===== src/rtl/dbg_halt_pkg.sv =====
package dbg_halt_pkg;

   typedef enum logic [1:0] {
      PRIV_U   = 2'd0,
      PRIV_S   = 2'd1,
      PRIV_RSV = 2'd2,
      PRIV_M   = 2'd3
   } priv_e;

   typedef enum logic [2:0] {
      CAUSE_NONE      = 3'd0,
      CAUSE_EBREAK    = 3'd1,
      CAUSE_HALT      = 3'd3,
      CAUSE_STEP      = 3'd4,
      CAUSE_RESETHALT = 3'd5
   } cause_e;

   localparam int CFG_W    = 4;
   localparam int CFG_EBM  = 0;
   localparam int CFG_EBS  = 1;
   localparam int CFG_EBU  = 2;
   localparam int CFG_STEP = 3;

   typedef struct packed {
      logic   valid;
      cause_e cause;
   } entry_req_t;

endpackage


===== src/rtl/dbg_event_detect.sv =====
module dbg_event_detect (
   input  logic clk,
   input  logic rst,
   input  logic halt_req,
   input  logic resethalt_req,
   output logic halt_rise,
   output logic resethalt_hit
);
   logic hreq_q;
   logic rst_q;

   always_ff @(posedge clk) begin
      hreq_q <= halt_req;
      rst_q  <= rst;
   end

   assign halt_rise     = halt_req & ~hreq_q & ~rst;
   assign resethalt_hit = rst_q & ~rst & resethalt_req;
endmodule


===== src/rtl/dbg_cfg_regs.sv =====
module dbg_cfg_regs
   import dbg_halt_pkg::*;
#(
   parameter bit HAS_SMODE = 1'b1,
   parameter bit HAS_UMODE = 1'b1
) (
   input  logic             clk,
   input  logic             rst,
   input  logic             wr_en,
   input  logic [CFG_W-1:0] wdata,
   output logic [CFG_W-1:0] rdata,
   output logic [3:0]       eb_by_priv,
   output logic             step_en
);
   logic ebm_q;
   logic ebs_q;
   logic ebu_q;
   logic step_q;

   always_ff @(posedge clk) begin
      if (rst) begin
         ebm_q  <= 1'b0;
         step_q <= 1'b0;
      end else if (wr_en) begin
         ebm_q  <= wdata[CFG_EBM];
         step_q <= wdata[CFG_STEP];
      end
   end

   if (HAS_SMODE) begin : g_smode
      always_ff @(posedge clk) begin
         if (rst)        ebs_q <= 1'b0;
         else if (wr_en) ebs_q <= wdata[CFG_EBS];
      end
   end else begin : g_no_smode
      assign ebs_q = 1'b0;
   end

   if (HAS_UMODE) begin : g_umode
      always_ff @(posedge clk) begin
         if (rst)        ebu_q <= 1'b0;
         else if (wr_en) ebu_q <= wdata[CFG_EBU];
      end
   end else begin : g_no_umode
      assign ebu_q = 1'b0;
   end

   always_comb begin
      rdata           = '0;
      rdata[CFG_EBM]  = ebm_q;
      rdata[CFG_EBS]  = ebs_q;
      rdata[CFG_EBU]  = ebu_q;
      rdata[CFG_STEP] = step_q;
   end

   always_comb begin
      eb_by_priv           = '0;
      eb_by_priv[PRIV_U]   = ebu_q;
      eb_by_priv[PRIV_S]   = ebs_q;
      eb_by_priv[PRIV_RSV] = 1'b0;
      eb_by_priv[PRIV_M]   = ebm_q;
   end

   assign step_en = step_q;
endmodule


===== src/rtl/dbg_cause_arb.sv =====
module dbg_cause_arb
   import dbg_halt_pkg::*;
(
   input  logic       resethalt_hit,
   input  logic       halt_hit,
   input  logic       step_hit,
   input  logic       ebreak_hit,
   output entry_req_t req
);
   always_comb begin
      req.valid = resethalt_hit | halt_hit | step_hit | ebreak_hit;
      if (resethalt_hit)   req.cause = CAUSE_RESETHALT;
      else if (halt_hit)   req.cause = CAUSE_HALT;
      else if (step_hit)   req.cause = CAUSE_STEP;
      else if (ebreak_hit) req.cause = CAUSE_EBREAK;
      else                 req.cause = CAUSE_NONE;
   end
endmodule


===== src/rtl/dbg_halt_ctrl.sv =====
module dbg_halt_ctrl
   import dbg_halt_pkg::*;
#(
   parameter int          XLEN         = 64,
   parameter logic [63:0] DBG_ADDR     = 64'h0000_0000_0000_0800,
   parameter logic [63:0] DBG_EXC_ADDR = 64'h0000_0000_0000_0808,
   parameter logic [63:0] RESET_PC     = 64'h0000_0000_8000_0000,
   parameter bit          HAS_SMODE    = 1'b1,
   parameter bit          HAS_UMODE    = 1'b1
) (
   input  logic             clk,
   input  logic             rst,
   input  logic             halt_req,
   input  logic             resethalt_req,
   input  logic             ebreak_ret,
   input  logic             dret_ret,
   input  logic             exc_ret,
   input  logic             retire,
   input  logic [1:0]       cur_priv,
   input  logic [XLEN-1:0]  save_pc,
   input  logic             cfg_we,
   input  logic [3:0]       cfg_wdata,
   output logic [3:0]       cfg_rdata,
   output logic             dbg_mode,
   output logic             redirect_valid,
   output logic [XLEN-1:0]  redirect_pc,
   output logic             dpc_we,
   output logic [XLEN-1:0]  dpc,
   output logic [2:0]       cause,
   output logic             resume_req,
   output logic [1:0]       resume_priv
);
   localparam logic [XLEN-1:0] ENTRY_PC = DBG_ADDR[XLEN-1:0];
   localparam logic [XLEN-1:0] EXC_PC   = DBG_EXC_ADDR[XLEN-1:0];
   localparam logic [XLEN-1:0] BOOT_PC  = RESET_PC[XLEN-1:0];

   if (XLEN != 32 && XLEN != 64) begin : g_bad_xlen
      $error("dbg_halt_ctrl: XLEN must be 32 or 64");
   end
   if (DBG_ADDR[1:0] != 2'b00 || DBG_EXC_ADDR[1:0] != 2'b00) begin : g_bad_align
      $error("dbg_halt_ctrl: debug addresses must be 4-byte aligned");
   end
   if (DBG_ADDR == DBG_EXC_ADDR) begin : g_bad_overlap
      $error("dbg_halt_ctrl: entry and exception addresses must differ");
   end

   logic       halt_rise;
   logic       resethalt_hit;
   logic [3:0] eb_by_priv;
   logic       step_en;
   logic       step_armed;
   logic       halt_hit;
   logic       step_hit;
   logic       ebreak_hit;
   priv_e      saved_priv;
   entry_req_t entry;

   dbg_event_detect u_events (
      .clk           (clk),
      .rst           (rst),
      .halt_req      (halt_req),
      .resethalt_req (resethalt_req),
      .halt_rise     (halt_rise),
      .resethalt_hit (resethalt_hit)
   );

   dbg_cfg_regs #(
      .HAS_SMODE (HAS_SMODE),
      .HAS_UMODE (HAS_UMODE)
   ) u_cfg (
      .clk        (clk),
      .rst        (rst),
      .wr_en      (cfg_we & dbg_mode),
      .wdata      (cfg_wdata),
      .rdata      (cfg_rdata),
      .eb_by_priv (eb_by_priv),
      .step_en    (step_en)
   );

   assign halt_hit   = halt_rise & ~dbg_mode;
   assign step_hit   = retire & step_armed & ~dbg_mode;
   assign ebreak_hit = ebreak_ret & eb_by_priv[cur_priv] & ~dbg_mode;

   dbg_cause_arb u_arb (
      .resethalt_hit (resethalt_hit),
      .halt_hit      (halt_hit),
      .step_hit      (step_hit),
      .ebreak_hit    (ebreak_hit),
      .req           (entry)
   );

   always_ff @(posedge clk) begin
      if (rst) begin
         dbg_mode       <= 1'b0;
         redirect_valid <= 1'b0;
         redirect_pc    <= '0;
         dpc_we         <= 1'b0;
         dpc            <= '0;
         cause          <= CAUSE_NONE;
         resume_req     <= 1'b0;
         resume_priv    <= PRIV_U;
         saved_priv     <= PRIV_U;
         step_armed     <= 1'b0;
      end else begin
         redirect_valid <= 1'b0;
         dpc_we         <= 1'b0;
         resume_req     <= 1'b0;
         if (!dbg_mode) begin
            if (entry.valid) begin
               dbg_mode       <= 1'b1;
               cause          <= entry.cause;
               dpc_we         <= 1'b1;
               redirect_valid <= 1'b1;
               redirect_pc    <= ENTRY_PC;
               step_armed     <= 1'b0;
               if (entry.cause == CAUSE_RESETHALT) begin
                  dpc        <= BOOT_PC;
                  saved_priv <= PRIV_M;
               end else begin
                  dpc        <= save_pc;
                  saved_priv <= priv_e'(cur_priv);
               end
            end
         end else if (exc_ret) begin
            redirect_valid <= 1'b1;
            redirect_pc    <= EXC_PC;
         end else if (dret_ret) begin
            dbg_mode       <= 1'b0;
            resume_req     <= 1'b1;
            redirect_valid <= 1'b1;
            redirect_pc    <= dpc;
            resume_priv    <= saved_priv;
            step_armed     <= step_en;
         end else if (ebreak_ret) begin
            redirect_valid <= 1'b1;
            redirect_pc    <= ENTRY_PC;
         end
      end
   end
endmodule


===== config.mk =====
export PLATFORM = sky130hd
export DESIGN_NAME = dbg_halt_ctrl
export DESIGN_NICKNAME = d
export VERILOG_FILES = /design/src/rtl/dbg_halt_pkg.sv /design/src/rtl/dbg_event_detect.sv /design/src/rtl/dbg_cfg_regs.sv /design/src/rtl/dbg_cause_arb.sv /design/src/rtl/dbg_halt_ctrl.sv
export SDC_FILE = /design/constraint.sdc
export NUM_CORES = 1
export LEC_CHECK = 0
export ABC_CLOCK_PERIOD_IN_PS = 6650
export CORE_UTILIZATION = 45
export CTS_BUF_LIST = sky130_fd_sc_hd__clkbuf_8 sky130_fd_sc_hd__clkbuf_16
export CTS_CLUSTER_SIZE = 8
export DETAILED_ROUTE_END_ITERATION = 12
export GPL_TIMING_DRIVEN = 0
export PLACE_DENSITY = 0.95
export SETUP_SLACK_MARGIN = 0.1
export SLEW_MARGIN = 25
export SYNTH_ARGS = -nofsm -noshare
export SYNTH_HDL_FRONTEND = slang
export SYNTH_SLANG_ARGS = --single-unit

===== constraint.sdc =====
create_clock -name clk -period 6.65 [get_ports clk]
set_clock_uncertainty 0.05 [all_clocks]
set_input_delay 0.9975 -clock clk [delete_from_list [all_inputs] [get_ports clk]]
set_output_delay 0.9975 -clock clk [all_outputs]
set_load 0.05 [all_outputs]

==> results of run 1 <==
==> power groups by stage <==
stage / logic (mW) / registers [mW] / clock network, mW
3_3_place_gp: 0.233 / 0.927 / 0
2_1_floorplan: 0.0704 / 0.985 / 0
3_5_place_dp: 0.238 / 0.928 / 0
4_1_cts: 0.240 / 0.910 / 0.882
6_report: 0.240 / 0.910 / 0.870
5_1_grt: 0.253 / 0.912 / 0.917
==> per-layer routing <==
layer,wire length [um],track usage,part of all wire
met1,5910,0.296,0.38
met5,0,0,0
met3,1120,0.0796,0.072
met2,7950,0.497,0.51
met4,563,0.151,0.036
==> final timing paths <==
| kind | slack, ns | endpoint | from |
|---|---|---|---|
| worst max-delay path | 3.30 | dpc[10]$_SDFFE_PP0P_ | cur_priv[1] |
| worst min-delay path | 0.41 | redirect_pc[25]$_SDFFE_PP0P_ | redirect_pc[25]$_SDFFE_PP0P_ |
| worst min register to register | 0.41 | redirect_pc[25]$_SDFFE_PP0P_ | redirect_pc[25]$_SDFFE_PP0P_ |
| worst max register to register | 4.06 | dpc[10]$_SDFFE_PP0P_ | u_cfg.ebm_q$_SDFFE_PP0P_ |
==> per-stage QoR <==
stage	setup WS (ns)	std cells	cell area, um2	utilization	hold WS, ns
final	3.30	894	7850	0.747	0.408
after global routing	3.16	894	7850	0.747	0.419
after CTS	3.34	894	7850	0.747	0.412
after detailed placement	2.78	863	7310	0.696	0.401
after global placement	2.83	863	7310	0.696	0.394
after floorplan	3.83	508	4950	-	0.382
==> layout by cell type (no fill, tap or decap), drive strengths merged, types with 2 or more instances in the layout <==
| cell type | n |
|---|---|
| a211oi | 2 |
| a22o | 63 |
| nand3 | 4 |
| nand4 | 2 |
| nor2 | 2 |
| clkinvlp | 2 |
| buf | 17 |
| nor4b | 2 |
| clkbuf | 46 |
| dfxtp | 146 |
| mux2i | 4 |
| clkdlybuf4s50 | 219 |
| inv | 5 |
| nand2 | 139 |
| a21oi | 10 |
| clkinv | 6 |
| a31oi | 2 |
| o21ai | 67 |
| and2 | 3 |
==> sequential cells by signal, summed over array words and instances, names as in the netlist <==
register and cells:
u_cfg.ebm_q 1, step_armed 1, dpc_we 1, u_events.rst_q 1
u_cfg.ebs_q 1, u_events.hreq_q 1, saved_priv 2, resume_req 1
u_cfg.ebu_q 1, resume_priv 2, dpc 64, redirect_pc 64
u_cfg.step_en 1, dbg_mode 1, cause 3, redirect_valid 1
==> cells by family (layout without fill, tap and decap cells) <==
| logic type | Yosys count | in the layout |
|---|---|---|
| and+or+nand+nor | 159 | 159 |
| AOI/OAI and AO/OA | 152 | 152 |
| buffers and inverters | 46 | 296 |
| DFF | 146 | 146 |
| muxes | 5 | 5 |
==> critical path, cell delays in order <==
cell and delay [ns]:
clkdlybuf4s50_1 0.53, mux2_2 0.34, a31oi_1 0.62, a32o_1 0.27
clkbuf_1 0.47, buf_2 0.36, a22o_1 0.18
==> area by class of cell <==
class,count,area (um2),area share
timing repair buffer,219,2190,0.279
clock buffer,20,455,0.0580
sequential,146,2920,0.372
inverter,3,11.3,0.00143
tap,136,170,0.0217
multi-input combinational,316,1780,0.226
clock inverter,11,87.6,0.0112
buffer,43,236,0.0301
==> metrics.yaml, run 1 <==
status: "completed"
drt-pass1-iter-count: 4
final.setup.tns_ns: 0
htree_levels: 4
place_congestion: 0.868
relSlewSlack: 0.328
syn_nets: 587
detail_route.iter0.violations: 236
power.density_nw_per_um2: 257
cp.required_ns: 7.07
core_um2: 10500
fillers: 697
synth_ff_type: "dfxtp_1"
avgSynthCellArea_um2: 9.74
diodes: 0
drv_cap: 0
synthArstFlopShare: 0
maxSlewViolCount: 0
cts.clk_slew.worst_paths_ns: 0.06
ys_warn_count: 0
worst_slew_pin_slew_ns: 1.01
ctsResizeCount: 0
synth.distinct_cells: 35
pwr-share-comb: 0.119
clock-sinks: 146
dieHeight_um: 107
synthSimpleGateAreaFrac: 0.132
setup_viol: 0
clock_path_buffers: 2
die_w_um: 107
critPathCaptureType: "flip-flop"
vias: 4742
cp_max_fo: 10
clk_latency_ns: 0.53
postSynthCellCount: 508
drive_gt1_frac: 0.0712
crit_arrival_ns: 3.77
min_period_ns: 3.35
root_buffer: "clkbuf_8"
drc: 0
cp-start-kind: "input port"
grt-ovfl-total: 0
cts_setup_buffers: 0
cts_tree: "done"
reg2reg_depth: 6
synth_area_leader_cell: "dfxtp_1"
synth-xor-area-share: 0
wl_per_cell_um: 17.4
area_growth_pct: 58.7
finalCritPeriodShare: 0.504
cts_buffers: 17
synth.area.mux_share: 0.0104
rsz0062_at_grt: "no"
antenna_found_initial: 0
seqPwrFrac: 0.451
synthTopCellsByArea: "dfxtp_1 59%, a22o_1 11%, nand2_1 11%"
viasPerCell: 5.30
synth-edff-count: 0
power_switching_uw: 509
netlist.area_leader.share: 0.591
clockPowerShare: 0.430
routed_wl_um: 15500
initial_core_util: 0.471
antenna_left: 0
hold_buffers: 0
total_power_mw: 2.02
port_buffers: 219
max_freq_ghz: 0.298
finalHoldViolCount: 0
track_usage: 0.279
synth-seq-area-share: 0.591
rows: 37
grt_pass1_wl_um: 24100
yosysMostFrequentCell: "dfxtp_1"
synthTopCellsByCount: "146 x dfxtp_1, 139 x nand2_1, 67 x o21ai_0"
hold_class: "flip-flop to flip-flop"
netlist_area_um2: 4950
io_pins: 220
hpwl_um: 11200
fp.dieArea_um2: 11400
synth_compound_area_frac: 0.216
p_leak_nw: 2.86
grt_max_degree: 17
irDropWorstVdd_mv: 0.198
power_switching_share: 0.252
grt_pass1_vias: 4734
p_int_mw: 1.51
holdPathStages: 2
nets: 825
yosys.area_share.adder: 0
ys_ff_latch: 146
crit_type: "input port to flip-flop"
synth_top_family_by_area: "compound AO/OA/AOI/OAI gates"
Power figures use the tool's default switching activity.
==> inputs of run 2 (changes only) <==
Settings changed: ABC_CLOCK_PERIOD_IN_PS 6650 to 3200, CORE_UTILIZATION 45 to 42, PLACE_DENSITY 0.95 to 0.91.
Clock period 6.65 ns to 3.2 ns, I/O delays scaled along.
==> run 2 against run 1 <==
Die area increased by 7.0%. Register-to-register slack got worse by 3.4 ns. Design area increased by 0.65%. Sequential power increased by 110%. Combinational power increased by 110%. Setup slack got worse by 3.0 ns. Sequential share of layout area decreased by 0.24 points. Global-route usage decreased by 3.1 points. Wire length decreased by 2.4%. Via count decreased by 0.78%. Clock power increased by 120%.
==> metrics.yaml, run 2 (synthesis results as in run 1) <==
hold_class: "flip-flop to flip-flop"
initial_core_util: 0.432  # -0.0394
grt-ovfl-total: 0  # unchanged
finalNonFillerCells: 901  # +0.78%
ctsResizeCount: 0  # unchanged
port_buffers: 219  # unchanged
cts_tree: "done"
clock-sinks: 146  # unchanged
cts_setup_buffers: 0  # unchanged
reg2reg_to: "dpc[2]$_SDFFE_PP0P_"
p_leak_nw: 2.87  # +0.37%
slowest_delay_ns: 0.54  # -0.08 ns
clock_path_buffers: 2  # unchanged
antenna_left: 0  # unchanged
rrSetupSlack_ns: 0.70  # -3.36 ns
cp-start-kind: "input port"
wl_per_cell_um: 16.8  # -3.2%
final_common_cell: "clkdlybuf4s50_1"
cts_buffers: 17  # unchanged
vias: 4705  # -0.78%
setup_viol: 0  # unchanged
power.density_nw_per_um2: 544  # +110%
grt_pass1_vias: 4767  # +0.70%
area_growth_pct: 59.7
grt_max_degree: 17  # unchanged
fp.dieArea_um2: 12200  # +7.0%
drt-pass1-iter-count: 4  # unchanged
root_buffer: "clkbuf_16"
fin_util: 0.689  # -0.0580
cp.required_ns: 3.49  # -3.58 ns
irDropWorstVdd_mv: 0.294  # +48%
fillers: 846  # +21%
ff_latch_area_um2: 2920  # unchanged
drive_gt1_frac: 0.0726  # +0.00132
die_w_um: 111  # +3.4%
maxSlewViolCount: 0  # unchanged
rsz0062_at_grt: "no"
final.setup.tns_ns: 0  # unchanged
cts.clk_slew.worst_paths_ns: 0.06  # about the same
antenna_found_initial: 0  # unchanged
htree_levels: 4  # unchanged
crit_type: "input port to flip-flop"
status: "completed"
clk_latency_ns: 0.40  # -0.13 ns
detail_route.iter0.violations: 256  # +8.5%
crit_arrival_ns: 3.16  # -0.61 ns
path_cells: "clkdlybuf4s50_1, mux2_2, a31oi_2, a32o_1, clkbuf_1, buf_2, a22o_1"
r2r-start: "u_cfg.ebm_q$_SDFFE_PP0P_"
nets: 826  # +0.12%
critical_path.slowest_cell: "clkdlybuf4s50_1"
viasPerCell: 5.22  # -1.6%
worst_slew_pin_slew_ns: 0.791  # -0.216 ns
dp_cells: 870  # +0.81%
diodes: 0  # unchanged
io_pins: 220  # unchanged
finalHoldViolCount: 0  # unchanged
drc: 0  # unchanged
final_cell_mix: "219 x clkdlybuf4s50_1, 146 x dfxtp_1, 139 x nand2_1"
finalCritPeriodShare: 0.898
hold_buffers: 0  # unchanged
worstHoldEndpoint: "cause[2]$_SDFFE_PP0P_"
reg2reg_depth: 6  # unchanged
cp_max_fo: 10  # unchanged
min_period_ns: 2.87
drv_cap: 0  # unchanged
core_um2: 11500  # +9.1%
routed_wl_um: 15200  # -2.4%
grt_pass1_wl_um: 24300  # +0.77%
holdPathStages: 2  # unchanged
track_usage: 0.248  # -0.0308
place_congestion: 0.811  # -6.6%
top_regs: "dpc (64), redirect_pc (64), cause (3)"
rows: 39  # +5.4%
hp-start: "cause[2]$_SDFFE_PP0P_"
relSlewSlack: 0.471  # +0.142
max_freq_ghz: 0.348
multiInputGateArea_um2: 1780  # +0.35%
critPathCaptureType: "flip-flop"
dieHeight_um: 111  # +3.4%
hpwl_um: 10900  # -3.1%
## run 2: cell count changes in the layout (fill, tap and decap cells not counted)
| cell | previous run | this run |
|---|---|---|
| clkbuf_8 | 4 | 2 |
| clkinv_2 | 6 | 4 |
| a31oi_1 | 1 | 0 |
| a31oi_2 | 1 | 2 |
| buf_6 | 7 | 8 |
| bufinv_16 | 1 | 2 |
| clkbuf_16 | 16 | 17 |
| clkinv_4 | 0 | 1 |
| clkinvlp_4 | 2 | 3 |
| inv_6 | 1 | 0 |
## run 2: critical path, delay by kind of cell
kind,cells,cell delay (ns)
compound gates,3,0.92
buf+inv,3,1.40
mux,1,0.36
## run 2: worst max-delay path by stage
stage	endpoint	from	slack [ns]
final	dpc[2]$_SDFFE_PP0P_	cur_priv[1]	0.33
after global routing	dpc[2]$_SDFFE_PP0P_	cur_priv[1]	0.21
after CTS	dpc[2]$_SDFFE_PP0P_	cur_priv[1]	0.13
after detailed placement	dpc[2]$_SDFFE_PP0P_	cur_priv[1]	-0.27
after global placement	dpc[2]$_SDFFE_PP0P_	cur_priv[1]	-0.14
after floorplan	dpc[11]$_SDFFE_PP0P_	rst	0.90
## run 2: layer usage
layer / up-vias / wire length [um] / track usage
li1: 2238 / - / -
met1: 2249 / 6060 / 0.281
met2: 184 / 7670 / 0.432
met3: 34 / 1000 / 0.0664
met4: 0 / 436 / 0.116
met5: - / 0 / 0
## run 2: final cells by class
cell class / count / area share
Tap cell: 143 / 0.0226
Sequential cell: 146 / 0.370
Clock buffer: 19 / 0.0573
Clock inverter: 11 / 0.0146
Buffer: 43 / 0.0299
Timing Repair Buffer: 220 / 0.279
Inverter: 3 / 0.00142
Multi-Input combinational cell: 316 / 0.226
## run 2: power breakdown
| part | leakage, nW | internal (mW) | total (mW) | switching [mW] |
|---|---|---|---|---|
| sequential | 1.18 | 1.86 | 1.89 | 0.0304 |
| combinational | 1.41 | 0.203 | 0.501 | 0.298 |
| clock | 0.278 | 1.17 | 1.91 | 0.734 |
| total | 2.87 | 3.24 | 4.30 | 1.06 |
## run 2: metrics by stage
stage / total power [mW] / worst slack, ns / area [um2] / hold WS, ns
2_1_floorplan: 2.19 / 0.900 / 4950 / 0.382
3_3_place_gp: 2.41 / -0.138 / 7320 / 0.392
3_5_place_dp: 2.43 / -0.266 / 7320 / 0.400
4_1_cts: 4.32 / 0.129 / 7890 / 0.411
5_1_grt: 4.43 / 0.212 / 7910 / 0.426
6_report: 4.30 / 0.325 / 7910 / 0.408
==> inputs of run 3 (changes only) <==
Settings changed: ABC_CLOCK_PERIOD_IN_PS 3200 to 3500, CORE_UTILIZATION 42 to 45, GPL_ROUTABILITY_DRIVEN set to 0, PLACE_DENSITY 0.91 to 0.95.
Clock period 3.2 ns to 3.5 ns, I/O delays scaled along.
==> results of run 3 <==
Same layout as run 1 (identical final DEF). Status: completed.
Among the figures that moved: setup slack after placement 2.78 ns -> 0.101 ns; setup slack after layout 3.30 ns -> 0.619 ns; register-to-register setup slack 4.06 ns -> 0.91 ns; total power 2.02 mW -> 3.84 mW; worst IR drop on VDD 0.198 mV -> 0.377 mV
